## config.mk

```make
export PLATFORM = sky130hd
export DESIGN_NAME = dram_refresh_ctrl
export DESIGN_NICKNAME = d
export VERILOG_FILES = /design/src/rtl/dramc_pkg.sv /design/src/rtl/dramc_refresh_timer.sv /design/src/rtl/dramc_refresh_rows.sv /design/src/rtl/dramc_sequencer.sv /design/src/rtl/dram_refresh_ctrl.sv
export SDC_FILE = /design/constraint.sdc
export NUM_CORES = 1
export LEC_CHECK = 0
export BUFFER_PORTS_ARGS = -buffer_cell sky130_fd_sc_hd__buf_2
export CORE_AREA = 2 2 81 83
export DETAILED_ROUTE_END_ITERATION = 10
export DIE_AREA = 0 0 83 85
export PLACE_DENSITY = 0.78
export SYNTH_ARGS = -nofsm -noshare
export SYNTH_HDL_FRONTEND = slang
export SYNTH_SLANG_ARGS = --single-unit
```

## constraint.sdc

```tcl
create_clock -name clk -period 1.8 [get_ports clk]
set_clock_uncertainty 0.15 [all_clocks]
set_input_delay 0.27 -clock clk [delete_from_list [all_inputs] [get_ports clk]]
set_output_delay 0.27 -clock clk [all_outputs]
set_load 0.02 [all_outputs]
```

## src/rtl/dramc_pkg.sv

```systemverilog
// Package: shared state encoding for the DRAM controller.
// Assumes: one access or refresh in flight at a time.
package dramc_pkg;
    typedef enum logic [2:0] {
        ST_IDLE     = 3'd0,
        ST_RADDR    = 3'd1,
        ST_RSTB     = 3'd2,
        ST_CADDR    = 3'd3,
        ST_CSTB     = 3'd4,
        ST_PRE      = 3'd5,
        ST_REF_ADDR = 3'd6,
        ST_REF_STB  = 3'd7
    } dramc_state_e;
endpackage

```

## src/rtl/dramc_refresh_timer.sv

```systemverilog
// Module: periodic refresh request generator.
// Raises pend_o every INTERVAL cycles; it stays high until acknowledged.
// Assumes: INTERVAL >= 2 and each refresh is served before the next period ends.
module dramc_refresh_timer #(
    parameter int INTERVAL = 390
) (
    input  logic clk,
    input  logic rst_n,
    input  logic ack_i,
    output logic pend_o
);
    localparam int TW = $clog2(INTERVAL);
    localparam logic [TW-1:0] LAST = TW'(INTERVAL - 1);

    logic [TW-1:0] cnt;
    logic          wrap;

    assign wrap = (cnt == LAST);

    // Free-running period counter and sticky request flag.
    always_ff @(posedge clk) begin
        if (!rst_n) begin
            cnt    <= '0;
            pend_o <= 1'b0;
        end else begin
            cnt <= wrap ? '0 : cnt + 1'b1;
            if (wrap)
                pend_o <= 1'b1;
            else if (ack_i)
                pend_o <= 1'b0;
        end
    end

    // a request is not dropped before the sequencer takes it.
    p_pend_hold_r8: assert property (@(posedge clk) disable iff (!rst_n)
        (pend_o && !ack_i) |=> pend_o);
endmodule

```

## src/rtl/dramc_refresh_rows.sv

```systemverilog
// Module: row counter for refresh; advances once per finished refresh.
// Assumes: adv_i pulses for one cycle at the end of each refresh.
module dramc_refresh_rows #(
    parameter int ROW_BITS = 11
) (
    input  logic                clk,
    input  logic                rst_n,
    input  logic                adv_i,
    output logic [ROW_BITS-1:0] row_o
);
    // Step to the next row, wrapping naturally at the top.
    always_ff @(posedge clk) begin
        if (!rst_n)
            row_o <= '0;
        else if (adv_i)
            row_o <= row_o + 1'b1;
    end
endmodule

```

## src/rtl/dramc_sequencer.sv

```systemverilog
// Module: strobe sequencer for multiplexed-address DRAM access and refresh.
// Access: row addr -> row strobe -> col addr -> col strobe (TCAS) -> precharge (TRP).
// Refresh: row addr -> row strobe only (HOLD cycles) -> precharge (TRP).
// Assumes: dq_i holds read data while the column strobe is low.
module dramc_sequencer
    import dramc_pkg::*;
#(
    parameter int ROW_BITS = 11,
    parameter int COL_BITS = 11,
    parameter int DATA_W   = 4,
    parameter int TCAS     = 2,
    parameter int TRP      = 2
) (
    input  logic                clk,
    input  logic                rst_n,
    input  logic                req_i,
    input  logic                we_i,
    input  logic [ROW_BITS-1:0] row_i,
    input  logic [COL_BITS-1:0] col_i,
    input  logic [DATA_W-1:0]   wdata_i,
    output logic                ready_o,
    output logic [DATA_W-1:0]   rdata_o,
    output logic                rvalid_o,
    input  logic                ref_pend_i,
    input  logic [ROW_BITS-1:0] ref_row_i,
    output logic                ref_ack_o,
    output logic                ref_done_o,
    output logic [ROW_BITS-1:0] ma_o,
    output logic                ras_n_o,
    output logic                cas_n_o,
    output logic                dwe_n_o,
    output logic [DATA_W-1:0]   dq_o,
    output logic                dq_oe_o,
    input  logic [DATA_W-1:0]   dq_i
);
    localparam int HOLD   = TCAS + 2;
    localparam int MAXT   = (HOLD > TRP) ? HOLD : TRP;
    localparam int CW     = $clog2(MAXT + 1) + 1;
    localparam logic [CW-1:0] TCAS_M1 = CW'(TCAS - 1);
    localparam logic [CW-1:0] TRP_M1  = CW'(TRP - 1);
    localparam logic [CW-1:0] HOLD_M1 = CW'(HOLD - 1);

    dramc_state_e          state;
    logic [CW-1:0]         tcnt;
    logic [ROW_BITS-1:0]   row_q;
    logic [COL_BITS-1:0]   col_q;
    logic                  we_q;
    logic [DATA_W-1:0]     wd_q;
    logic                  col_phase;
    logic                  tdone;

    assign tdone     = (tcnt == '0);
    assign col_phase = (state == ST_CADDR) || (state == ST_CSTB);

    // Main sequence: accept, strobe, hold, precharge.
    always_ff @(posedge clk) begin
        if (!rst_n) begin
            state    <= ST_IDLE;
            tcnt     <= '0;
            row_q    <= '0;
            col_q    <= '0;
            we_q     <= 1'b0;
            wd_q     <= '0;
            rdata_o  <= '0;
            rvalid_o <= 1'b0;
        end else begin
            rvalid_o <= 1'b0;
            case (state)
                ST_IDLE: begin
                    if (ref_pend_i) begin
                        state <= ST_REF_ADDR;
                        row_q <= ref_row_i;
                        we_q  <= 1'b0;
                    end else if (req_i) begin
                        state <= ST_RADDR;
                        row_q <= row_i;
                        col_q <= col_i;
                        we_q  <= we_i;
                        wd_q  <= wdata_i;
                    end
                end
                ST_RADDR: state <= ST_RSTB;
                ST_RSTB:  state <= ST_CADDR;
                ST_CADDR: begin
                    state <= ST_CSTB;
                    tcnt  <= TCAS_M1;
                end
                ST_CSTB: begin
                    if (tdone) begin
                        state <= ST_PRE;
                        tcnt  <= TRP_M1;
                        if (!we_q) begin
                            rdata_o  <= dq_i;
                            rvalid_o <= 1'b1;
                        end
                    end else begin
                        tcnt <= tcnt - 1'b1;
                    end
                end
                ST_REF_ADDR: begin
                    state <= ST_REF_STB;
                    tcnt  <= HOLD_M1;
                end
                ST_REF_STB: begin
                    if (tdone) begin
                        state <= ST_PRE;
                        tcnt  <= TRP_M1;
                    end else begin
                        tcnt <= tcnt - 1'b1;
                    end
                end
                ST_PRE: begin
                    if (tdone)
                        state <= ST_IDLE;
                    else
                        tcnt <= tcnt - 1'b1;
                end
                default: state <= ST_IDLE;
            endcase
        end
    end

    // Handshake and refresh bookkeeping toward timer and row counter.
    always_comb begin
        ready_o    = (state == ST_IDLE) && !ref_pend_i;
        ref_ack_o  = (state == ST_IDLE) && ref_pend_i;
        ref_done_o = (state == ST_REF_STB) && tdone;
    end

    // Array-side pins decoded from state.
    always_comb begin
        ma_o    = col_phase ? ROW_BITS'(col_q) : row_q;
        ras_n_o = !((state == ST_RSTB) || col_phase || (state == ST_REF_STB));
        cas_n_o = !(state == ST_CSTB);
        dwe_n_o = !(we_q && col_phase);
        dq_oe_o = we_q && col_phase;
        dq_o    = wd_q;
    end

    // Checker-only count of cycles the row strobe has been high.
    logic [CW-1:0] hi_cnt;
    always_ff @(posedge clk) begin
        if (!rst_n)
            hi_cnt <= CW'(TRP);
        else if (!ras_n_o)
            hi_cnt <= '0;
        else if (hi_cnt < CW'(TRP))
            hi_cnt <= hi_cnt + 1'b1;
    end

    // address bus does not move on the cycle the row strobe falls.
    p_row_setup_r2: assert property (@(posedge clk) disable iff (!rst_n)
        $fell(ras_n_o) |-> $stable(ma_o));
    // column strobe only inside an active row.
    p_cas_in_ras_r3: assert property (@(posedge clk) disable iff (!rst_n)
        !cas_n_o |-> !ras_n_o);
    // precharge gap before every new row strobe.
    p_precharge_r5: assert property (@(posedge clk) disable iff (!rst_n)
        $fell(ras_n_o) |-> (hi_cnt >= CW'(TRP)));
    // read valid is a single-cycle pulse.
    p_rvalid_pulse_r6: assert property (@(posedge clk) disable iff (!rst_n)
        rvalid_o |=> !rvalid_o);
    // data is driven whenever the array write enable is active.
    p_wr_drive_r7: assert property (@(posedge clk) disable iff (!rst_n)
        !dwe_n_o |-> dq_oe_o);
endmodule

```

## src/rtl/dram_refresh_ctrl.sv

```systemverilog
// Module: top of the DRAM controller with periodic row refresh.
// Splits the cell address into row/column halves, sequences strobes,
// and interleaves refresh with client accesses (refresh wins when idle).
// Assumes: client holds request fields stable until accepted.
module dram_refresh_ctrl #(
    parameter int ROW_BITS         = 11,
    parameter int COL_BITS         = 11,
    parameter int DATA_W           = 4,
    parameter int TCAS             = 2,
    parameter int TRP              = 2,
    parameter int REFRESH_INTERVAL = 390
) (
    input  logic                         clk,
    input  logic                         rst_n,
    input  logic                         req_i,
    input  logic                         we_i,
    input  logic [ROW_BITS+COL_BITS-1:0] addr_i,
    input  logic [DATA_W-1:0]            wdata_i,
    output logic                         ready_o,
    output logic [DATA_W-1:0]            rdata_o,
    output logic                         rvalid_o,
    output logic [ROW_BITS-1:0]          ma_o,
    output logic                         ras_n_o,
    output logic                         cas_n_o,
    output logic                         dwe_n_o,
    output logic [DATA_W-1:0]            dq_o,
    output logic                         dq_oe_o,
    input  logic [DATA_W-1:0]            dq_i
);
    localparam int AW = ROW_BITS + COL_BITS;

    logic                ref_pend;
    logic                ref_ack;
    logic                ref_done;
    logic [ROW_BITS-1:0] ref_row;
    logic [ROW_BITS-1:0] req_row;
    logic [COL_BITS-1:0] req_col;

    // Address split: upper half selects the row, lower half the column.
    assign req_row = addr_i[AW-1:COL_BITS];
    assign req_col = addr_i[COL_BITS-1:0];

    dramc_refresh_timer #(.INTERVAL(REFRESH_INTERVAL)) u_timer (
        .clk    (clk),
        .rst_n  (rst_n),
        .ack_i  (ref_ack),
        .pend_o (ref_pend)
    );

    dramc_refresh_rows #(.ROW_BITS(ROW_BITS)) u_rows (
        .clk   (clk),
        .rst_n (rst_n),
        .adv_i (ref_done),
        .row_o (ref_row)
    );

    dramc_sequencer #(
        .ROW_BITS (ROW_BITS),
        .COL_BITS (COL_BITS),
        .DATA_W   (DATA_W),
        .TCAS     (TCAS),
        .TRP      (TRP)
    ) u_seq (
        .clk        (clk),
        .rst_n      (rst_n),
        .req_i      (req_i),
        .we_i       (we_i),
        .row_i      (req_row),
        .col_i      (req_col),
        .wdata_i    (wdata_i),
        .ready_o    (ready_o),
        .rdata_o    (rdata_o),
        .rvalid_o   (rvalid_o),
        .ref_pend_i (ref_pend),
        .ref_row_i  (ref_row),
        .ref_ack_o  (ref_ack),
        .ref_done_o (ref_done),
        .ma_o       (ma_o),
        .ras_n_o    (ras_n_o),
        .cas_n_o    (cas_n_o),
        .dwe_n_o    (dwe_n_o),
        .dq_o       (dq_o),
        .dq_oe_o    (dq_oe_o),
        .dq_i       (dq_i)
    );

    // no client handshake while a refresh waits.
    p_ref_blocks_r10: assert property (@(posedge clk) disable iff (!rst_n)
        ref_pend |-> !ready_o);
endmodule

```

==> results.yml <==
run_status:
  status: "finished, violations left"
  violations: "negative setup slack"
pwr:
  internal_power_mw: 2.55
  combinationalPowerShare_pct: 24.6
  seq_power_share_pct: 41.1
  leakage_nw: 1.49
  ir_drop_mv: 0.569
  power.switching_mw: 1.03
  clockPowerShare_pct: 34.3
  p_sw_share_pct: 28.7
  power_density_nw_per_um2: 892
yosys:
  syn_area_um2: 3010
  synth.area.mux_share_pct: 9.77
  syn_inst: 332
  synth_top_family_by_area: "simple AND/OR/NAND/NOR gates"
  ys_ff_latch: 60
  synth_edf_count: 0
  synth_flop_cell: "dfxtp_1"
  synth.avg_cell_area_um2: 9.07
  synth_cell_types: 54
  synth-compound-area-share_pct: 19.5
  ys_seq_area_share_pct: 39.9
  synth-async-reset-ratio_pct: 0
  yosys_warnings: 0
  synth.area.top_cells: "dfxtp_1 (40%), a21oi_1 (7.0%), mux2i_1 (5.7%)"
  synth-simple-area-share_pct: 21.7
  synthAdderAreaFrac_pct: 1.66
  synth_nets: 370
  synth_xor_area_share_pct: 1.45
  synth_top_cell_area_share_pct: 39.9
  synth_top_area_cell: "dfxtp_1"
critical_path:
  endpoint_kind: "output pin"
  slowest_delay_ps: 400
  critPathBufInv: 2
  crit_fanout: 5
  cpLargestDelayFamily: "flip-flops"
  cp.arrival_ps: 1680
  start_kind: "flip-flop"
  cp.required_ps: 1380
  worstSetupPathType: "flip-flop to output pin"
  crit_chain: "nand2b_4 -> o22ai_4 -> clkbuf_16 -> mux2_4 -> buf_6"
  worst_path_max_delay_cell: "dfxtp_4"
route:
  vias_per_cell: 5.73
  drcViolationCount: 0
  via_count: 2832
  drt-total-wl_um: 7850
  wl_per_cell_um: 15.9
  drt_iter0_drc: 119
  firstDrtPassIters: 4
  postRouteAntennaNets: 0
grt:
  grt_usage_pct: 22.2
  antenna_found_initial: 0
  gr-total-overflow: 0
  grt_max_degree: 29
  grt_pass1_wl_um: 12600
  grt_pass1_vias: 2737
timing:
  fin_ws_ps: -303
  rsz0062_at_grt: "true"
  min_period_ps: 2100
  clock.fmax_mhz: 476
  finalSetupTns_ps: -3630
  slew_violations: 0
  min_period_over_period_pct: 117
  setup_viol_count_final: 15
  hold_ws_ps: 27.0
  finalHoldViolations: 0
  tightest_slew_ps: 612
  worst_slew_margin_rel_pct: 59.2
floorplan:
  rows: 29
  die_x_um: 83
  fp.coreArea_um2: 6200
  die_h_um: 85
  start_util_pct: 48.5
  die_area_um2: 7060
  io_pins: 59
clocking:
  root_buffer: "clkbuf_8"
  cts_buffer_depth: 2
  clock-sinks: 60
  clkLatencyLatePin_ps: 340
  clkTransAtPathRegs_ps: 70
  numCtsBuffers: 9
  cts_tree: "built"
  htree_levels: 3
min_path:
  hold_class: "input port to flip-flop"
place:
  gp_congestion: 0.907
  dp_hpwl_um: 5270
  io_buffer_count: 58
run:
  cap_violations: 0
cells_and_area:
  fin_util_pct: 64.6
  nNetsFinal: 450
  num_antenna_cells: 0
  syn_to_final_growth_pct: 33.2
  drive_gt1_share_pct: 35.5
-- state kept, by name, indices dropped and copies added (netlist names), named ones only --
name,flops
u_seq.tcnt,4
u_seq.we_q,1
u_seq.dq_o,4
u_timer.pend_o,1
u_timer.cnt,9
u_seq.rdata_o,4
u_seq.state,2
u_rows.row_o,11
u_seq.rvalid_o,1
u_seq.col_q,11
u_seq.row_q,11
-- final timing paths --
| path | start | to | slack, ps | cells after the start |
|---|---|---|---|---|
| worst max-delay path | flip-flop | ma_o[5] | -300 | 5 |
| worst min-delay path | addr_i[4] | u_seq.col_q[4] | 30 | 3 |
| worst max register to register | u_seq.state[1] | u_seq.tcnt[0] | 80 | 5 |
| worst min register to register | u_seq.dq_o[0] | u_seq.dq_o[0] | 330 | 2 |
-- cells in the final DEF (no fill, tap or decap), drive strengths merged, types with 4 or more instances in the layout --
cell / instances
a211oi: 12
a21oi: 42
buf: 92
clkbuf: 13
dfxtp: 60
ha: 4
inv: 11
mux2: 11
mux2i: 17
nand2: 17
nand2b: 6
nand3: 26
nand4: 6
nor2: 10
nor4: 5
o21ai: 27
o31ai: 5
or3: 7
or4: 4
xnor2: 4
-- final cells by class --
type	count	area, µm²
clock buffers	12	155
multi-input cells	237	1750
well taps	77	96.3
fillers	492	2200
repair buffers	93	706
clock inverters	4	47.5
inverters	11	41.3
flip-flops and latches	60	1210
-- power by group through the flow --
stage / registers, mW / logic (mW) / clock network (mW)
floorplan: 1.49 / 0.468 / 0
global placement: 1.48 / 0.698 / 0
detailed placement: 1.49 / 0.715 / 0
CTS: 1.46 / 0.849 / 1.26
global route: 1.47 / 0.944 / 1.30
finish: 1.47 / 0.880 / 1.23
-- stage by stage --
| step | cell area, µm² | worst slack (ps) | std cells | power [mW] |
|---|---|---|---|---|
| after floorplan | 3020 | 16.7 | 332 | 1.95 |
| after global placement | 3500 | 47.3 | 470 | 2.18 |
| after detailed placement | 3500 | -20.5 | 470 | 2.20 |
| after CTS | 3930 | -321 | 492 | 3.57 |
| after global routing | 4010 | -343 | 494 | 3.72 |
| final | 4010 | -303 | 494 | 3.58 |
-- cells in the mapped netlist (2+ instances only) --
library cell / number
dfxtp_1: 60
mux2_1: 11
or4_1: 4
inv_1: 11
mux2i_1: 17
nand2b_1: 6
nor2_1: 9
o21ai_0: 4
o31ai_1: 4
xnor2_1: 4
or2_1: 2
nor4_2: 4
nand4_1: 5
buf_6: 2
or3_1: 7
buf_2: 9
nand3_1: 26
nor2b_1: 3
o21ai_1: 23
ha_1: 4
a21oi_1: 42
a31oi_1: 3
a211oi_1: 12
buf_4: 5
nor3_1: 2
and2_1: 2
clkbuf_1: 8
nand2_1: 17
-- kinds of logic after synthesis --
logic type                 after synthesis
and+or+nand+nor                        101
AOI/OAI and AO/OA                       98
DFF                                     60
buffers and inverters                   36
muxes                                   28
xor gates and xnor gates                 5
adders and majority gates                4
-- routing by layer --
metal  wire length [µm]  vias to the layer above  global-route usage (%)
li1                   -                     1388                       -
met1               3320                     1357                    26.2
met2               4040                       74                    39.1
met3                338                       13                    3.89
met4                163                        0                    10.7
met5                  0                        -                       0
-- what timing repair did --
item,4_1_cts,5_1_grt
setup buffers,6,1
cloned,1,1
pin swaps,4,5
setup endpoints to repair,20,31
gates resized for setup,51,14
hold buffers,0,0
-- tightest hold or removal path: stages --
cell and delay [ps]:
buf_2 90, nand3_1 50, a21oi_1 50
Power figures use the tool's default switching activity.
